[src/rtl/chanctl_pkg.sv]
package chanctl_pkg;
  localparam int DEF_STREAMS     = 8;
  localparam int DEF_CHANS       = 32;
  localparam int DEF_CLK_PER_BIT = 2;
endpackage

[src/rtl/chanctl_timebase.sv]
module chanctl_timebase #(
  parameter int CLK_PER_BIT = 2,
  parameter int BITS        = 256,
  localparam int PH_W       = (CLK_PER_BIT > 1) ? $clog2(CLK_PER_BIT) : 1,
  localparam int BIT_W      = $clog2(BITS)
) (
  input  logic             clk,
  input  logic             rst_n,
  input  logic             frame_n,
  output logic [PH_W-1:0]  phase_o,
  output logic [BIT_W-1:0] bit_o,
  output logic [BIT_W-1:0] nxt_bit_o,
  output logic             load_o
);
  logic [PH_W-1:0]  phase_q, phase_d;
  logic [BIT_W-1:0] bit_q, bit_d;
  logic             last_phase;

  generate
    if (CLK_PER_BIT == 1) begin : g_single
      assign last_phase = 1'b1;
    end else begin : g_multi
      assign last_phase = (phase_q == PH_W'(CLK_PER_BIT - 1));
    end
  endgenerate

  always_comb begin
    if (!frame_n) begin
      phase_d = '0;
      bit_d   = '0;
    end else if (last_phase) begin
      phase_d = '0;
      bit_d   = (bit_q == BIT_W'(BITS - 1)) ? '0 : bit_q + 1'b1;
    end else begin
      phase_d = phase_q + 1'b1;
      bit_d   = bit_q;
    end
  end

  always_ff @(posedge clk or negedge rst_n) begin
    if (!rst_n) begin
      phase_q <= '0;
      bit_q   <= '0;
    end else begin
      phase_q <= phase_d;
      bit_q   <= bit_d;
    end
  end

  assign phase_o   = phase_q;
  assign bit_o     = bit_q;
  assign nxt_bit_o = bit_d;
  assign load_o    = (phase_d == '0);
endmodule

[src/rtl/chanctl_flag_store.sv]
module chanctl_flag_store #(
  parameter int NUM_STREAMS = 8,
  parameter int NUM_CHANS   = 32,
  localparam int S_W        = $clog2(NUM_STREAMS),
  localparam int C_W        = $clog2(NUM_CHANS),
  localparam int FLAGS      = NUM_STREAMS * NUM_CHANS
) (
  input  logic             clk,
  input  logic             rst_n,
  input  logic             wr_en,
  input  logic [S_W-1:0]   wr_stream,
  input  logic [C_W-1:0]   wr_chan,
  input  logic             wr_flag,
  input  logic [S_W-1:0]   rd_stream,
  input  logic [C_W-1:0]   rd_chan,
  output logic             rd_flag,
  output logic [FLAGS-1:0] flags_o
);
  logic [FLAGS-1:0] flag_q;

  generate
    for (genvar c = 0; c < NUM_CHANS; c++) begin : g_chan
      for (genvar s = 0; s < NUM_STREAMS; s++) begin : g_stream
        always_ff @(posedge clk or negedge rst_n) begin
          if (!rst_n)
            flag_q[c*NUM_STREAMS + s] <= 1'b0;
          else if (wr_en && wr_chan == C_W'(c) && wr_stream == S_W'(s))
            flag_q[c*NUM_STREAMS + s] <= wr_flag;
        end
      end
    end
  endgenerate

  assign rd_flag = flag_q[{rd_chan, rd_stream}];
  assign flags_o = flag_q;
endmodule

[src/rtl/chanctl_sequencer.sv]
module chanctl_sequencer #(
  parameter int NUM_STREAMS = 8,
  parameter int NUM_CHANS   = 32,
  localparam int S_W        = $clog2(NUM_STREAMS),
  localparam int C_W        = $clog2(NUM_CHANS),
  localparam int BIT_W      = S_W + C_W
) (
  input  logic             clk,
  input  logic             rst_n,
  input  logic [BIT_W-1:0] nxt_bit,
  input  logic             load,
  output logic [S_W-1:0]   rd_stream,
  output logic [C_W-1:0]   rd_chan,
  input  logic             rd_flag,
  output logic             ctl_out
);
  logic ctl_q;

  // the group sent in a timeslot belongs to the following channel
  assign rd_stream = nxt_bit[S_W-1:0];
  assign rd_chan   = nxt_bit[BIT_W-1:S_W] + C_W'(1);

  always_ff @(posedge clk or negedge rst_n) begin
    if (!rst_n)
      ctl_q <= 1'b0;
    else if (load)
      ctl_q <= rd_flag;
  end

  assign ctl_out = ctl_q;
endmodule

[src/rtl/chanctl_serializer.sv]
module chanctl_serializer
  import chanctl_pkg::*;
#(
  parameter int NUM_STREAMS = DEF_STREAMS,
  parameter int NUM_CHANS   = DEF_CHANS,
  parameter int CLK_PER_BIT = DEF_CLK_PER_BIT,
  localparam int S_W        = $clog2(NUM_STREAMS),
  localparam int C_W        = $clog2(NUM_CHANS)
) (
  input  logic           clk,
  input  logic           rst_n,
  input  logic           frame_n,
  input  logic           wr_valid,
  output logic           wr_ready,
  input  logic [S_W-1:0] wr_stream,
  input  logic [C_W-1:0] wr_chan,
  input  logic           wr_flag,
  output logic           ctl_out
);
  localparam int BITS  = NUM_STREAMS * NUM_CHANS;
  localparam int BIT_W = S_W + C_W;
  localparam int PH_W  = (CLK_PER_BIT > 1) ? $clog2(CLK_PER_BIT) : 1;

  logic [PH_W-1:0]  phase;
  logic [BIT_W-1:0] bit_idx, nxt_bit;
  logic             load_next;
  logic [S_W-1:0]   rd_stream;
  logic [C_W-1:0]   rd_chan;
  logic             rd_flag;
  logic [BITS-1:0]  flag_vec;

  assign wr_ready = 1'b1;

  chanctl_timebase #(.CLK_PER_BIT(CLK_PER_BIT), .BITS(BITS)) tb_i (
    .clk(clk), .rst_n(rst_n), .frame_n(frame_n),
    .phase_o(phase), .bit_o(bit_idx), .nxt_bit_o(nxt_bit), .load_o(load_next)
  );

  chanctl_flag_store #(.NUM_STREAMS(NUM_STREAMS), .NUM_CHANS(NUM_CHANS)) store_i (
    .clk(clk), .rst_n(rst_n), .wr_en(wr_valid && wr_ready),
    .wr_stream(wr_stream), .wr_chan(wr_chan), .wr_flag(wr_flag),
    .rd_stream(rd_stream), .rd_chan(rd_chan), .rd_flag(rd_flag),
    .flags_o(flag_vec)
  );

  chanctl_sequencer #(.NUM_STREAMS(NUM_STREAMS), .NUM_CHANS(NUM_CHANS)) seq_i (
    .clk(clk), .rst_n(rst_n), .nxt_bit(nxt_bit), .load(load_next),
    .rd_stream(rd_stream), .rd_chan(rd_chan), .rd_flag(rd_flag),
    .ctl_out(ctl_out)
  );
endmodule

[config.mk]
export PLATFORM = sky130hd
export DESIGN_NAME = chanctl_serializer
export DESIGN_NICKNAME = d
export VERILOG_FILES = /design/src/rtl/chanctl_pkg.sv /design/src/rtl/chanctl_timebase.sv /design/src/rtl/chanctl_flag_store.sv /design/src/rtl/chanctl_sequencer.sv /design/src/rtl/chanctl_serializer.sv
export SDC_FILE = /design/constraint.sdc
export NUM_CORES = 1
export LEC_CHECK = 0
export BUFFER_PORTS_ARGS = -buffer_cell sky130_fd_sc_hd__buf_2
export CORE_ASPECT_RATIO = 1.75
export CORE_MARGIN = 2
export CORE_UTILIZATION = 30
export CTS_CLUSTER_SIZE = 40
export DETAILED_ROUTE_END_ITERATION = 10
export PLACE_DENSITY = 0.52
export SYNTH_ARGS = -nofsm -noshare
export SYNTH_HDL_FRONTEND = slang
export SYNTH_HIERARCHICAL = 1
export SYNTH_SLANG_ARGS = --single-unit
[constraint.sdc]
create_clock -name clk -period 4.5 [get_ports clk]
set_input_delay 0.225 -clock clk [delete_from_list [all_inputs] [get_ports clk]]
set_output_delay 0.225 -clock clk [all_outputs]
set_load 0.02 [all_outputs]
Yosys cells after proc, flatten, opt, wreduce, memory -nomap -nowiden --
Cells that the tools add are included.
Cells by class: muxes and demuxes 7, eq/ne operators 39, reductions and logical operators 290, order comparisons 1, add/subtract/negate cells 3
Operator list (number):
- logical AND 1 bit | 288
- equality test 5 bit, second input constant | 16
- equality test 5 x 4 -> 1 bit, second input constant | 8
- two-way mux 8 bit | 3
- equality test 5 x 3 -> 1 bit, second input constant | 4
- equality test 3 bit, second input constant | 4
- equality test 5 x 2 -> 1 bit, second input constant | 2
- less-than comparator 8 x 9 -> 1 bit, second input constant | 1
- adder 8 x 1 -> 8 bit, second input constant | 1
- binary-select mux 1 bit (select 8 bit) | 1
- equality test 8 bit, second input constant | 1
- equality test 3 x 2 -> 1 bit, second input constant | 2
- adder 5 x 1 -> 5 bit, second input constant | 1
- equality test 5 x 1 -> 1 bit, second input constant | 1
- logical NOT 5 bit | 1
- equality test 3 x 1 -> 1 bit, second input constant | 1
- logical NOT 3 bit | 1
- two-way mux 1 bit | 3
- adder 1 bit, second input constant | 1
Word-level totals: logic and storage cells 599, output and inout bits 2, input port bits 13, register bits 266

Logic depth before layout (Yosys ltp) --
depth after elaboration 7, mapped depth 16

Hierarchy --
The synthesis kept the hierarchy.
By module, submodules not included:
- chanctl_flag_store | times used 1, cells an instance 1092, area each 12958.7 sq um, seq. area each 6406.1 sq um
- chanctl_timebase | times used 1, cells an instance 44, area each 452.9 sq um, seq. area each 225.2 sq um
- chanctl_sequencer | times used 1, cells an instance 12, area each 111.4 sq um, seq. area each 25.0 sq um
- chanctl_serializer | times used 1, cells an instance 2, area each 11.3 sq um, seq. area each 0.0 sq um

Worst setup path before layout --
OpenSTA, ideal clock, no wires.
path kind register to register, start point register tb_i.bit_q[0] (netlist: tb_i/bit_o[0]), end point register seq_i.ctl_q (netlist: seq_i/ctl_out), path buffers 5, setup slack 1.227 ns, arrival time 3.148 ns, setup time 0.125 ns, stages on the path, launching flop included 17, cell sequence dfrtp_1 ha_1 nand3_1 o31ai_1 nor2_1 buf_4 buf_4 buf_6 buf_4 nand3b_1 clkbuf_1 o22ai_1 nor4_1 a31oi_1 a311oi_1 a22oi_1 mux2_2
On the way: elaborated cells on any way between the ends 8, those cells by class add/sub: 2; eq/ne: 1; mux: 5
RTL lines:
- start: declaration | RTL line chanctl_timebase.sv:16 | logic [BIT_W-1:0] bit_q, bit_d;
- start signal: assignment | RTL line chanctl_timebase.sv:46 | bit_q <= bit_d;
- adder 8 x 1 -> 8 bit or equality test 8 bit (tied branches) | RTL line chanctl_timebase.sv:33 | bit_d = (bit_q == BIT_W'(BITS - 1)) ? '0 : bit_q + 1'b1;
- two-way mux 8 bit | RTL line chanctl_timebase.sv:33
- two-way mux 8 bit (*) | RTL line chanctl_timebase.sv:31 | end else if (last_phase) begin
- two-way mux 8 bit (*) | RTL line chanctl_timebase.sv:28 | if (!frame_n) begin
- net nxt_bit[0] | RTL line chanctl_serializer.sv:25 | logic [BIT_W-1:0] bit_idx, nxt_bit;
- binary-select mux 1 bit (select 8 bit) (*) | RTL line chanctl_flag_store.sv:34 | assign rd_flag = flag_q[{rd_chan, rd_stream}];
- two-way mux 1 bit (implied by the code) (*) | RTL line chanctl_flag_store.sv:34
- net rd_flag | RTL line chanctl_serializer.sv:29 | logic rd_flag;
- end signal: assignment | RTL line chanctl_sequencer.sv:27 | ctl_q <= rd_flag;
- end: declaration | RTL line chanctl_sequencer.sv:17 | logic ctl_q;
The timed path passes the listed nets; every way through them passes the cells marked *. The select of a mux whose other input is x is not followed. A chain may end at the register's enable or synchronous reset.

Final worst setup path --
Same ends and word-level chain as after synthesis.

==> results by group <==
STA
  – Final setup margin: just under 700 ps
  – Final Hold Fails: 0
  – Setup TNS: 0 ps
  – Unrepaired setup endpoints after global routing: no
  – Min Tclk post-route: approximately 3800 ps
  – Pins over their slew limit: 0
  – Worst slew margin: 0.2569
  – Measured slew at the worst slew-check pin: between 1000 and 1500 ps
  – Final Setup Violations: 0
  – Final Cycle Share: 0.8490
  – Maximum clock frequency: about 260 MHz
  – Clock skew: between 10 and 15 ps

CTS
  – Max clock buf depth: 3
  – # Post-CTS Setup Buffers: 0
  – CTS sink cnt: 266
  – Clock latency on the worst-skew pair: between 500 and 600 ps
  – CTS buffer count: 25
  – CTS root buffer: clkbuf_16
  – CTS clk-pin slew, worst paths: roughly 70 ps
  – CTS tree: yes
  – H-tree depth: 1

Placed design
  – Placement Cell Area: 14230 um2
  – GP Congestion: 0.8893
  – Post-DP HPWL: between 20000 and 30000 um
  – Pre-CTS setup slack: ~650 ps
  – PortBufs: 13

Setup path
  – Worst R2R Setup Slack: between 600 and 700 ps
  – Largest stage delay, worst path: 910 ps
  – CP Launch Type: flip-flop
  – FF-to-FF path depth: 12
  – Critical path type: flip-flop to flip-flop
  – FF-to-FF End: seq_i/ctl_out$_DFFE_PN0P_
  – Worst path slowest cell: nor2b_1
  – Crit path DAT: roughly 4300 ps
  – Crit end category: flip-flop
  – Crit-path max FO: 13
  – Worst path cell trace: ha_1 > nand3_1 > o31ai_1 > buf_4 > nor2_4 > buf_4 > nor2b_1 > a22oi_1 > a2111oi_0 > a311oi_1 > a22oi_1 > mux2_2
  – R2R Path Start: tb_i/bit_o[0]$_DFF_PN0_
  – CP required: 4990 ps

Drt
  – Final WL: ~38000 um
  – Vias/cell: approximately 5
  – Via Count: just under 9000
  – Initial drt markers: ~540
  – Routed len/inst: around 22 um
  – Final antenna-violating net count: 0
  – Drt pass-1 iters: 5
  – DRC: 0

Yosys
  – Most frequent cell after synthesis: dfrtp_1
  – Cell area after synthesis: 13530 um2
  – Synth Register Bits: around 270
  – Most used flip-flop cell after synthesis: dfrtp_1
  – Register area share after synthesis: 0.4918
  – Leading area contributor after synthesis: dfrtp_1
  – Ys Warns: 6
  – Post-synth top area share: 0.4918
  – Synth Area per Inst: 11.77 um2
  – Post-synthesis cell type count: 49
  – Area contributors post-synth: dfrtp_1 (49%), mux2_2 (21%), mux4_2 (7.0%)
  – Most frequent cells after synthesis: dfrtp_1 (266), mux2_2 (256), nor2_1 (159), nand2_1 (137), clkbuf_1 (66)
  – Synth async-reset ratio: 1.000
  – Syn nets: roughly 1200
  – Cell count after synthesis: 1150
  – Number of synthesized flops with an enable pin: 0

Die
  – Core Area: roughly 45000 um2
  – Die Ht: 285.0 um
  – Cell Rows: between 100 and 150
  – I/O pin total: 15
  – Initial Utilization: 0.3018
  – Die area: approximately 47000 um2
  – Die width: ~160 um

Finish
  – Cell area after layout: roughly 15000 um2
  – Core Util, Final: 0.3382
  – NumNets Final: roughly 1100
  – Layout cells sized above 1: 0.3447
  – Area Overhead vs Synth: 12.07%
  – Number of diodes: 0

GRT
  – Grt ovf: 0
  – GR Layer Usage met3: 0.01585
  – GR Layer Usage met1: 0.1915
  – Antenna violations before repair: 2
  – First-pass GRT wire length: slightly below 60000 um
  – Met2 Track Usage GR: 0.3069
  – All-Layer GR Usage: 0.1660
  – Top Usage Layer GRT: met2
  – Vias in the first global route: between 9000 and 10000
  – Largest net degree at the start of global routing: 136

Worst hold path
  – Worst Hold Endpoint: tb_i/bit_o[6]$_DFF_PN0_
  – Worst Hold Depth: 2
  – HP Class: input port to flip-flop
  – Min-delay src: frame_n

Pwr
  – Pint: 4.188 mW
  – Pwr per Cell Area: 362.7 nW/um2
  – Flop pwr share: 0.467
  – NetSw: 1.313 mW
  – Max IR drop VDD: about 0.2 mV
  – Leak: between 6 and 7 nW
  – Switching share of power: 0.2386
  – Comb pwr share: 0.094
  – Clk pwr share: 0.439

Status
  – Outcome: complete, no violations

Job
  – Max-Cap Viols: 0
## layout by cell type (no fill, tap or decap), types with 8 or more instances in the layout
| cell type | count |
|---|---|
| dfrtp_1 | 266 |
| mux2_2 | 256 |
| nor2_1 | 157 |
| nand2_1 | 137 |
| mux2i_1 | 52 |
| mux4_2 | 42 |
| buf_4 | 27 |
| clkbuf_16 | 25 |
| o22ai_1 | 22 |
| nand3_1 | 12 |
| buf_2 | 11 |
| nor4_1 | 8 |
| a22o_1 | 8 |
## how the worst max path moves through the flow
stage | startpoint | to | slack [ps] | depth (start not counted)
finish | tb_i/bit_o[0]$_DFF_PN0_ | seq_i/ctl_out$_DFFE_PN0P_ | 680 | 12
global route | tb_i/bit_o[0]$_DFF_PN0_ | seq_i/ctl_out$_DFFE_PN0P_ | 540 | 12
CTS | tb_i/bit_o[0]$_DFF_PN0_ | seq_i/ctl_out$_DFFE_PN0P_ | 650 | 12
detailed placement | tb_i/bit_o[0]$_DFF_PN0_ | seq_i/ctl_out$_DFFE_PN0P_ | 650 | 12
global placement | tb_i/bit_o[0]$_DFF_PN0_ | seq_i/ctl_out$_DFFE_PN0P_ | 640 | 12
floorplan | tb_i/bit_o[0]$_DFF_PN0_ | seq_i/ctl_out$_DFFE_PN0P_ | 1230 | 16
## what timing repair did
action / 4_1_cts / 5_1_grt
hold buffers: 1 / 0
gates resized for setup: 0 / 0
endpoints found under the hold margin: 110 / 0
## cell families after synthesis
logic type / share of synthesized area
other cells: 0.0002771
fa+ha+maj: 0.001849
mux: 0.3230
buf+inv: 0.03189
simple gates: 0.1182
xor+xnor: 0.004530
flops: 0.4918
compound gates: 0.02838
## layer usage
layer	wire length, um	up-vias
met3	1188	75
li1	-	3988
met1	14370	4601
met2	20780	184
met5	26	-
met4	1720	4
## sequential cells by signal (all words and copies together), names as in the netlist
register         count
tb_i/phase_o         1
store_i/flags_o    256
seq_i/ctl_out        1
tb_i/bit_o           8
## power groups by stage
stage	Clock (mW)	Combinational (mW)	Sequential (mW)
after global placement	0	0.518	2.61
after CTS	2.49	0.526	2.57
after global routing	2.58	0.556	2.58
after detailed placement	0	0.525	2.61
after floorplan	0	0.331	2.59
final	2.42	0.516	2.57
## worst max-delay path: cells and delay by family (launching register included)
| family | cells | cell delay [ps] |
|---|---|---|
| compound gates | 5 | 1280 |
| fa+ha+maj | 1 | 250 |
| buf+inv | 2 | 460 |
| flops | 1 | 420 |
| mux | 1 | 170 |
| simple gates | 3 | 1180 |
## per-stage QoR
stage                     power (mW)  std cells  hold slack (ps)
final                          5.501       1723            88.05
after detailed placement       3.139       1679            394.3
after CTS                      5.579       1723            70.39
after global routing           5.719       1723            76.24
after floorplan                2.921       1150           -70.59
after global placement         3.126       1679            377.4
## area by class of cell
| cell class | count | area [um2] |
|---|---|---|
| clock inverter | 12 | 235.2 |
| multi-input combinational | 789 | 6497 |
| tap | 577 | 721.9 |
| timing repair buffer | 44 | 354.1 |
| inverter | 4 | 15.01 |
| sequential | 266 | 6656 |
| clock buffer | 31 | 688.2 |
| fill | 4431 | 29680 |
Note: power is estimated with default switching activity, not from simulation.
